### src/rtl/rob_commit.sv
module rob_commit #(
  parameter int DEPTH  = 8,
  parameter int REG_W  = 3,
  parameter int DATA_W = 16,
  parameter int ADDR_W = 16,
  localparam int TAG_W = $clog2(DEPTH),
  localparam int CNT_W = $clog2(DEPTH + 1)
) (
  input  logic              clk,
  input  logic              rst_n,
  input  logic              alloc_valid,
  input  logic [1:0]        alloc_kind,
  input  logic [REG_W-1:0]  alloc_rd,
  input  logic [ADDR_W-1:0] alloc_addr,
  input  logic [DATA_W-1:0] alloc_sdata,
  input  logic              rs_space,
  output logic              alloc_ready,
  output logic [TAG_W-1:0]  alloc_tag,
  input  logic              wb_valid,
  input  logic [TAG_W-1:0]  wb_tag,
  input  logic [DATA_W-1:0] wb_data,
  output logic              rf_we,
  output logic [REG_W-1:0]  rf_idx,
  output logic [DATA_W-1:0] rf_data,
  output logic              lsq_valid,
  input  logic              lsq_ready,
  output logic              lsq_is_store,
  output logic [ADDR_W-1:0] lsq_addr,
  output logic [DATA_W-1:0] lsq_wdata,
  output logic [TAG_W-1:0]  lsq_tag,
  input  logic              mem_rvalid,
  input  logic [DATA_W-1:0] mem_rdata
);
  localparam logic [1:0] K_ALU = 2'd0, K_LD = 2'd1, K_ST = 2'd2;

  logic              e_valid [DEPTH];
  logic              e_done  [DEPTH];
  logic [1:0]        e_kind  [DEPTH];
  logic [REG_W-1:0]  e_rd    [DEPTH];
  logic [DATA_W-1:0] e_val   [DEPTH];
  logic [ADDR_W-1:0] e_addr  [DEPTH];
  logic [DATA_W-1:0] e_sdata [DEPTH];

  logic [TAG_W-1:0] head, tail;
  logic [CNT_W-1:0] count;
  logic             ld_sent;

  function automatic logic [TAG_W-1:0] step(input logic [TAG_W-1:0] p);
    return (int'(p) == DEPTH - 1) ? '0 : p + 1'b1;
  endfunction

  logic alloc_fire, h_alu, h_ld, h_st, ld_back, retire;

  assign alloc_ready = (int'(count) != DEPTH) && rs_space;
  assign alloc_fire  = alloc_valid && alloc_ready;
  assign alloc_tag   = tail;

  assign h_alu = e_valid[head] && e_kind[head] == K_ALU;
  assign h_ld  = e_valid[head] && e_kind[head] == K_LD;
  assign h_st  = e_valid[head] && e_kind[head] == K_ST;

  assign ld_back = h_ld && ld_sent && mem_rvalid;
  assign retire  = (h_alu && e_done[head]) || (h_st && lsq_ready) || ld_back;

  assign rf_we   = (h_alu && e_done[head]) || ld_back;
  assign rf_idx  = e_rd[head];
  assign rf_data = ld_back ? mem_rdata : e_val[head];

  assign lsq_valid    = h_st || (h_ld && !ld_sent);
  assign lsq_is_store = e_kind[head] == K_ST;
  assign lsq_addr     = e_addr[head];
  assign lsq_wdata    = e_sdata[head];
  assign lsq_tag      = head;

  always_ff @(posedge clk or negedge rst_n) begin
    if (!rst_n) begin
      head    <= '0;
      tail    <= '0;
      count   <= '0;
      ld_sent <= 1'b0;
      for (int i = 0; i < DEPTH; i++) begin
        e_valid[i] <= 1'b0;
        e_done[i]  <= 1'b0;
        e_kind[i]  <= K_ALU;
        e_rd[i]    <= '0;
        e_val[i]   <= '0;
        e_addr[i]  <= '0;
        e_sdata[i] <= '0;
      end
    end else begin
      if (alloc_fire) begin
        e_valid[tail] <= 1'b1;
        e_done[tail]  <= 1'b0;
        e_kind[tail]  <= alloc_kind;
        e_rd[tail]    <= alloc_rd;
        e_val[tail]   <= '0;
        e_addr[tail]  <= alloc_addr;
        e_sdata[tail] <= alloc_sdata;
        tail          <= step(tail);
      end
      if (wb_valid && e_valid[wb_tag]) begin
        e_done[wb_tag] <= 1'b1;
        e_val[wb_tag]  <= wb_data;
      end
      if (retire) begin
        e_valid[head] <= 1'b0;
        head          <= step(head);
        ld_sent       <= 1'b0;
      end else if (h_ld && lsq_ready && !ld_sent) begin
        ld_sent <= 1'b1;
      end
      count <= count + CNT_W'(alloc_fire) - CNT_W'(retire);
    end
  end
endmodule


### config.mk
export PLATFORM = sky130hd
export DESIGN_NAME = rob_commit
export DESIGN_NICKNAME = d
export VERILOG_FILES = /design/src/rtl/rob_commit.sv
export SDC_FILE = /design/constraint.sdc
export NUM_CORES = 1
export LEC_CHECK = 0
export ABC_AREA = 1
export BUFFER_PORTS_ARGS = -buffer_cell sky130_fd_sc_hd__buf_4
export CORE_ASPECT_RATIO = 0.7
export CORE_MARGIN = 5
export CORE_UTILIZATION = 48
export DETAILED_ROUTE_END_ITERATION = 12
export PLACE_DENSITY_LB_ADDON = 0.1
export SYNTH_ARGS = -nofsm -noshare
export SYNTH_HDL_FRONTEND = slang
export SYNTH_SLANG_ARGS = --single-unit
### constraint.sdc
create_clock -name clk -period 4.2 [get_ports clk]
set_input_delay 0.84 -clock clk [delete_from_list [all_inputs] [get_ports clk]]
set_output_delay 0.84 -clock clk [all_outputs]
set_load 0.02 [all_outputs]
======== After elaboration in Yosys (flattened, before gate mapping) ========
Index checks and enable logic that the tools add are counted.
storage, ports and cells
  input bits .............................. 79
  register bits after elaboration ......... 451
  output and inout bits ................... 61
cells by class
  muxes and demuxes ....................... 54
  reductions and logical operators ........ 23
  add/sub/neg operators ................... 4
  magnitude comparators ................... 6
  equal/unequal tests ..................... 5
  bitwise operators ....................... 11
operators by type and width
  kind                 number
  $bwmux 128           3
  $mux 128             2
  $bmux 16 s3          3
  $mux 16              9
  $and 128x128->128    1
  $not 128->128        1
  $demux 16 s3         2
  $mux 8               4
  $bwmux 24            1
  $and 8x8->8          2
  $bwmux 16            1
  $logic_and 1x1->1    16
  $not 8->8            2
  $or 8x8->8           2
  $mux 3               5
  $ge 4x4->1 const B   3
  $lt 4x1->1 const B   3
  $not 3->4            3
  $mux 1               11
  $bmux 1 s3           3
  $bmux 3 s3           1
  $demux 1 s3          3
  $demux 3 s3          1
  $add 3x1->3 const B  2
  13 further kinds     19

======== Depth between registers and ports, before layout ========
Gate-level depths: netlist (run 1).
  word-level depth ........................ 10
  mapped depth ............................ 20

======== Worst setup path before layout (run 1) ========
Ideal clock, no wire load.
  path type ............................... register to register
  start point ............................. reg head[0] (netlist: lsq_tag[0])
  end point ............................... reg count[2]
  stages on the path, launching flop included .. 17
  clock period less this slack ............ 2.763 ns
  path slack .............................. 1.437 ns
  data arrival time ....................... 2.639 ns
  library setup time ...................... 0.124 ns
  path through ............................ dfrtp_1 buf_6 inv_2 buf_6 nand2_1 nand3_1 nand2_1 nor2_1 nor2_4 nand3_1 nand3_2 buf_6 ha_1 inv_1 ha_1 fa_1 xor2_1
between the ends
  word-level cells in the longest chain between the ends .. 10
ends and longest elaborated chain
  what                           RTL line  RTL
  start: declaration             44        logic [TAG_W-1:0] head, tail;
  start signal: assignment       107       head <= step(head);
  $not 3->4                      n/a
  $bmux 2 s3                     n/a
  $mux 2 (2 in a row)            n/a
  $eq 2x2->1                     n/a
  named net lsq_is_store         27        output logic lsq_is_store,
  $logic_and 1x1->1              60        assign h_st = e_valid[head] && e_kind[head] == K_ST;
  $logic_and 1x1->1              63        assign retire = (h_alu && e_done[head]) || (h_st && lsq_ready) || ld_back;
  $logic_or 1x1->1 (2 in a row)  63
  $sub 4x1->4                    112       count <= count + CNT_W'(alloc_fire) - CNT_W'(retire);
  end signal: assignment         112
  end: declaration               45        logic [CNT_W-1:0] count;
The timed path passes the listed nets, and every way through them passes these cells. The select of a mux whose other input is x is not followed.
A chain may end at the register's enable or synchronous reset.

======== Final worst setup path (run 1) ========
  start point ............................. reg head[2] (netlist: lsq_tag[2])
  end point ............................... out rf_data[7]
between the ends
  word-level cells in the longest chain between the ends .. 9
ends and longest elaborated chain
  what                                       RTL line  RTL
  $not 3->4 (not written as such) (*)        59, 67
  $bmux 2 s3                                 59        assign h_ld = e_valid[head] && e_kind[head] == K_LD;
  $mux 2 (not written as such) (2 in a row)  59
  $eq 2x1->1                                 59
  $logic_and 1x1->1                          59
  $logic_and 1x1->1 (2 in a row)             62        assign ld_back = h_ld && ld_sent && mem_rvalid;
  $mux 16 (*)                                67        assign rf_data = ld_back ? mem_rdata : e_val[head];
  end: declaration                           24        output logic [DATA_W-1:0] rf_data,
Every way passes the cells marked *; elsewhere a longest branch is shown, timed or not. The select of a mux whose other input is x is not followed.

==> summary.txt, run 1 <==
Placement
  – HPWL Detailed: 41600 µm
  – Gpl congestion: 0.862
  – Port Buffer Count: 139
  – Dpl cells: 3295

Setup path
  – Crit path launch type: flop
  – Register-to-Register Path Depth: 14
  – FF-to-FF setup slack: 0.74 ns
  – Critical Path Fanout Max: 16
  – Kind of end point of the critical path: output pin
  – Critical path required time: 3.36 ns
  – Critical path type: reg2out
  – CP arrival: 3.21 ns

Yosys
  – Yosys cell types: 36
  – Synth Flop Type: dfrtp_1
  – Sequential area share after synthesis: 52.0%
  – Async set-reset flop share out of synthesis: 100%
  – Synthesis warning total: 0
  – Post-synthesis cell count: 2685
  – Mean post-synth cell area: 8.08 µm²
  – Seq cells post-synth: 451
  – Post-Syn Area: 21700 µm²
  – EDFF count, synth: 0
  – Syn Nets: 2774

Clocking
  – CTS Buf Count: 46
  – # H-tree levels: 2
  – CTS Hold Buffers Added: 0
  – Clock Tree Buf Depth: 3
  – Worst skew pair latency: 0.57 ns
  – Clk sinks: 451
  – Clk slew on worst S/H paths: 0.06 ns
  – Cells resized by post-CTS repair: 0
  – Clock Tree Root: clkbuf_16
  – Post-CTS Setup Inserts: 0
  – CTS tree: yes

Power
  – Sequential share of power: 39.1%
  – Comb pwr share: 38.6%
  – Switching Share: 40.2%
  – P_int: 11.4 mW
  – Peak supply drop: 0.389 mV
  – Sw Pwr: 7.64 mW
  – P_leak: 12.4 nW
  – Clock share of power: 22.3%
  – Overall power: 19.0 mW
  – Pwr dens: 765 nW/µm²

Drt
  – Drt pass-1 iters: 6
  – WL final: 68500 µm
  – Via count: 19540
  – DRC: 0
  – Via density: 5.79
  – Routed Antenna Nets: 0
  – Initial DRC count: 2075
  – Drt wl/cell: 20.3 µm

Run
  – MaxCap Viol Count: 0

Final layout
  – Fraction of layout cells with a size suffix above 1: 11.7%
  – Final #Nets: 2829
  – P&R area growth vs syn: 14.5%
  – Finished Layout Cells: 3377

Floorplanning
  – Total die area: 49600 µm²
  – Placeable core area: 44900 µm²
  – Die width: 264 µm
  – Starting Density: 48.3%
  – Ports: 140
  – Die H: 188 µm
  – Rows: 65

Timing
  – Max-slew violation count: 0
  – Final setup violating endpoints: 0
  – Fmax: 247 MHz
  – Worst Skew: 0.0123 ns
  – Count of final hold-check violations: 0
  – Crit share post-route: 96.5%
  – Headroom to the max-slew limit: 30.4%
  – Min cycle time layout: 4.05 ns
  – Setup TNS: 0 ns
  – RSZ-0062 raised after global routing: no
  – Worst-Margin Slew: 1.04 ns

GRT
  – First-pass GRT wire length: 109000 µm
  – GRT Total Usage: 27.3%
  – Largest net degree at the start of global routing: 137
  – Antenna violations before repair: 1
  – Gr ovfl total: 0
  – Vias in the first global route: 18835

Min path
  – Worst hold path type: in2async

Run status
  – Status: finished clean
cell families after synthesis:
logic type	after synthesis	synth area share, %
compound gates	592	15.3
xor+xnor	2	0.0807
fa+ha+maj	10	0.611
buf+inv	321	6.56
flops	451	52.0
simple gates	1309	25.4
synthesized netlist by cell type (all sizes together), types with 2 or more instances:
| cell | count | area share (%) |
|---|---|---|
| o22ai | 3 | 0.087 |
| nand3b | 3 | 0.10 |
| a22o | 14 | 0.57 |
| a22oi | 51 | 1.8 |
| clkbuf | 100 | 1.7 |
| nand3 | 309 | 7.4 |
| a21oi | 20 | 0.48 |
| clkinv | 3 | 0.052 |
| nand4 | 44 | 1.3 |
| o2111ai | 3 | 0.12 |
| nand2 | 902 | 16 |
| ha | 9 | 0.52 |
| inv | 120 | 2.1 |
| nor2 | 46 | 0.89 |
| dfrtp | 451 | 52 |
| xor2 | 2 | 0.081 |
| buf | 98 | 2.7 |
| o21ai | 458 | 11 |
| nor3 | 3 | 0.069 |
| a221oi | 41 | 1.7 |
path summary, 6_finish.rpt:
kind | start | endpoint
worst max-delay path | lsq_tag[2]$_DFFE_PN0N_ | rf_data[7]
worst min-delay path | rst_n | e_sdata[2]$_DFFE_PN0P_
worst max register to register | lsq_tag[1]$_DFFE_PN0N_ | count[2]$_DFF_PN0_
worst min register to register | e_addr[126]$_DFFE_PN0P_ | e_addr[126]$_DFFE_PN0P_
max in group asynchronous | rst_n | e_addr[85]$_DFFE_PN0P_
min in group clk | e_addr[126]$_DFFE_PN0P_ | e_addr[126]$_DFFE_PN0P_
placed cells by master (no fill, tap or decap), types with 13 or more instances in the layout:
| cell type | instances |
|---|---|
| a221oi_1 | 41 |
| nand2_1 | 893 |
| clkinv_2 | 13 |
| nand4_1 | 44 |
| nand3_1 | 298 |
| o21ai_0 | 448 |
| clkbuf_8 | 15 |
| clkbuf_16 | 47 |
| a21oi_1 | 19 |
| dfrtp_1 | 451 |
| nor2_1 | 40 |
| buf_12 | 14 |
| a22o_1 | 14 |
| inv_1 | 109 |
| buf_4 | 190 |
| a22oi_1 | 51 |
layer usage:
layer | vias up | part of all wire [%] | track usage [%]
li1 | 9104 | - | -
met1 | 9561 | 46 | 41.9
met2 | 774 | 43 | 40.7
met3 | 101 | 8.5 | 5.09
met4 | 0 | 1.8 | 5.87
met5 | - | 0 | 0
layout make-up:
cell class / count / area (µm²)
Sequential cell: 451 / 11300
Antenna cell: 1 / 2.50
Inverter: 123 / 463
Multi-Input combinational cell: 1913 / 9060
Timing Repair Buffer: 205 / 1720
Tap cell: 603 / 754
Clock buffer: 64 / 1390
Clock inverter: 17 / 166
Fill cell: 4227 / 20000
per-stage QoR:
stage	worst slack, ns	utilization, %	hold WS (ns)	cell area (µm²)
finish	0.147	55.3	0.286	24800
global route	0.0528	55.3	0.385	24800
CTS	0.230	55.3	0.345	24800
detailed placement	0.759	51.9	0.473	23300
global placement	0.849	51.9	0.465	23300
floorplan	1.44	-	0.444	21700
registers in the layout (all words and copies together) (netlist names):
signal / cells
alloc_tag: 3
count: 4
e_addr: 128
e_done: 8
e_kind: 16
e_rd: 24
e_sdata: 128
e_val: 128
e_valid: 8
ld_sent: 1
lsq_tag: 3
worst max-delay path: stages, from the launching register on:
cell and delay [ns]:
dfrtp_1 0.66, nand2_1 0.28, nor2_4 0.53, buf_4 0.43, a22o_1 0.20, nor2_1 0.04
nand4_1 0.18, nand2_1 0.09, nand2_1 0.07, buf_4 0.14
power groups by stage:
| stage | combinational (mW) | clock (mW) | sequential, mW |
|---|---|---|---|
| 6_report | 7.34 | 4.25 | 7.42 |
| 4_1_cts | 7.33 | 4.31 | 7.39 |
| 5_1_grt | 8.19 | 4.48 | 7.65 |
| 2_1_floorplan | 4.82 | 0 | 7.15 |
| 3_3_place_gp | 7.12 | 0 | 7.37 |
| 3_5_place_dp | 7.30 | 0 | 7.44 |
Note: power is estimated with default switching activity, not from simulation.
==> run 2: changes to the inputs <==
- CORE_UTILIZATION: 48 -> 49
==> run 2 against run 1 <==
Worst setup slack got worse by 0.0058 ns. Sequential power barely moved. Largest power group unchanged. First-iteration DRC count rose by 3.9%.
==> summary.txt, run 2 (synthesis results as in run 1) <==
Timing
  – Max-slew violation count: 0 (unchanged)
  – Fmax: 246 MHz (-0.14%)
  – Count of final hold-check violations: 0 (unchanged)
  – Min cycle time layout: 4.06 ns (+0.00581 ns)
  – RSZ-0062 raised after global routing: no
  – Worst Skew: 0.0195 ns (+0.00713 ns)
  – Final setup violating endpoints: 0 (unchanged)
  – Worst-Margin Slew: 0.987 ns (-0.0568 ns)
  – Crit share post-route: 96.6% (+0.14 points)
  – Tightest hold margin: 0.342 ns (+0.0561 ns)
  – Setup TNS: 0 ns (unchanged)
  – Headroom to the max-slew limit: 34.2% (+3.8 points)

Floorplanning
  – Die H: 186 µm (-0.97%)
  – Rows: 64 (-1.5%)
  – Total die area: 48700 µm² (-1.9%)
  – Placeable core area: 43700 µm² (-2.6%)
  – Ports: 140 (unchanged)
  – Die width: 262 µm (-0.99%)
  – Starting Density: 49.6% (+1.3 points)

GRT
  – Gr ovfl total: 0 (unchanged)
  – GRT Total Usage: 27.7% (+0.44 points)
  – Largest net degree at the start of global routing: 110 (-20%)
  – Antenna violations before repair: 1 (unchanged)
  – GR Util met3: 5.52% (+0.43 points)
  – Met1 usage: 41.4% (-0.53 points)
  – Vias in the first global route: 18661 (-0.92%)
  – GR peak layer: met2
  – First-pass GRT wire length: 107000 µm (-2.1%)
  – Met2 GRT Util: 41.6% (+0.99 points)

Placement
  – Gpl congestion: 0.911 (+5.7%)
  – HPWL Detailed: 40300 µm (-3.2%)
  – Port Buffer Count: 139 (unchanged)

Drt
  – DRC: 0 (unchanged)
  – Routed Antenna Nets: 0 (unchanged)
  – Drt wl/cell: 20.2 µm (-0.39%)
  – Via count: 19535 (-0.026%)
  – Via density: 5.83 (+0.81%)
  – Initial DRC count: 2155 (+3.9%)
  – Drt pass-1 iters: 5 (-1)
  – WL final: 67700 µm (-1.2%)

Setup path
  – CP dominant cell by count: buf_4
  – WP buf/inv: 4 (+2)
  – Worst Setup SP: lsq_tag[0]$_DFFE_PN0N_
  – CP max stage delay: 0.58 ns (-0.08 ns)
  – Slowest stage cell, crit path: inv_2
  – Critical Path Fanout Max: 27 (+11)
  – Critical path type: reg2out
  – CP arrival: 3.22 ns (about the same)
  – Critical path required time: 3.36 ns (about the same)
  – Kind of end point of the critical path: output pin
  – Dominant delay contributor by cell family on the critical path: buffers and inverters
  – Crit path launch type: flop
  – FF-to-FF setup slack: 0.58 ns (-0.16 ns)
  – Reg2reg start: lsq_tag[0]$_DFFE_PN0N_
  – Crit-path cells: buf_4, nand3_1, inv_2, buf_4, a22oi_1, nand3_1, buf_4

Final layout
  – Leading cell types in the layout, fill and taps excluded: 893 x nand2_1, 451 x dfrtp_1, 448 x o21ai_0
  – P&R area growth vs syn: 13.8%
  – # fillers: 3992 (-5.6%)
  – Biggest registers after layout: e_addr (128), e_sdata (128), e_val (128)
  – Most common cell after layout, fill and taps aside: nand2_1
  – N_diodes: 0 (-1)
  – Fraction of layout cells with a size suffix above 1: 10.9% (-0.87 points)
  – Final #Nets: 2811 (-0.64%)

Power
  – Pwr dens: 765 nW/µm² (about the same)
  – Peak supply drop: 0.415 mV (+6.8%)
  – Overall power: 18.9 mW (-0.68%)
  – P_leak: 12.3 nW (-0.89%)

Clocking
  – Clock Tree Root: clkbuf_16
  – Clock Tree Buf Depth: 3 (unchanged)
  – Clk slew on worst S/H paths: 0.06 ns (about the same)
  – # H-tree levels: 2 (unchanged)
  – Clk sinks: 451 (unchanged)
  – Worst skew pair latency: 0.57 ns (about the same)
  – Post-CTS Setup Inserts: 0 (unchanged)
  – CTS Hold Buffers Added: 0 (unchanged)
  – CTS Buf Count: 45 (-2.2%)
  – CTS tree: yes
  – Cells resized by post-CTS repair: 0 (unchanged)

Min path
  – Worst hold path type: in2async

Run status
  – Status: finished clean

Run
  – MaxCap Viol Count: 0 (unchanged)
## run 2: cell types whose count changed in the layout (fill, tap and decap cells not counted), sizes merged
cell / change
inv: +1
clkbuf: +3
diode: -1
clkinvlp: -1
buf: -17
clkinv: -4
## run 2: power by group
group	total [mW]	internal [mW]	switching (mW)
clock	4.14	2.38	1.76
sequential	7.41	6.23	1.17
combinational	7.33	2.63	4.69
total	18.9	11.2	7.63
## run 2: stage by stage
stage / instances / area (µm²) / setup WS (ns) / util [%]
6_report: 3349 / 24700 / 0.141 / 56.5
5_1_grt: 3349 / 24700 / 0.0580 / 56.5
4_1_cts: 3349 / 24700 / 0.0956 / 56.5
3_5_place_dp: 3269 / 23200 / 0.667 / 53.0
3_3_place_gp: 3269 / 23200 / 0.752 / 53.0
2_1_floorplan: 2685 / 21700 / 1.44 / -
## run 2: metal layers
layer / up-vias / share of wire (%)
met4: 2 / 2.7
met5: - / 0.019
met3: 114 / 8.6
met2: 793 / 44
li1: 9055 / -
met1: 9571 / 45
## run 2: final cells by class
cell class | instances | area (µm²) | area share, %
flip-flops and latches | 451 | 11300 | 45.7
multi-input cells | 1913 | 9060 | 36.7
repair buffers | 188 | 1630 | 6.61
clock buffers | 67 | 1330 | 5.38
well taps | 594 | 743 | 3.01
inverters | 123 | 465 | 1.89
clock inverters | 13 | 170 | 0.689
## run 2: final timing paths
path                                            end  depth (start not counted)
setup / recovery                        lsq_addr[9]                          7
hold / removal               e_addr[34]$_DFFE_PN0P_                          1
setup reg to reg                 count[2]$_DFF_PN0_                         13
hold reg to reg             e_sdata[48]$_DFFE_PN0P_                          2
max in group asynchronous  e_sdata[112]$_DFFE_PN0P_                          2
min in group clk            e_sdata[48]$_DFFE_PN0P_                          2
## run 2: worst register-to-register path, cell delays in order (launching register included)
cell	delay, ns
dfrtp_1	0.38
inv_2	0.31
nand3_1	0.36
nor2_1	0.19
nor2_1	0.08
nand2_1	0.08
nor2_2	0.05
nand3_1	0.37
nand3_2	0.42
ha_1	0.44
inv_1	0.04
ha_1	0.20
fa_1	0.41
xor2_1	0.17
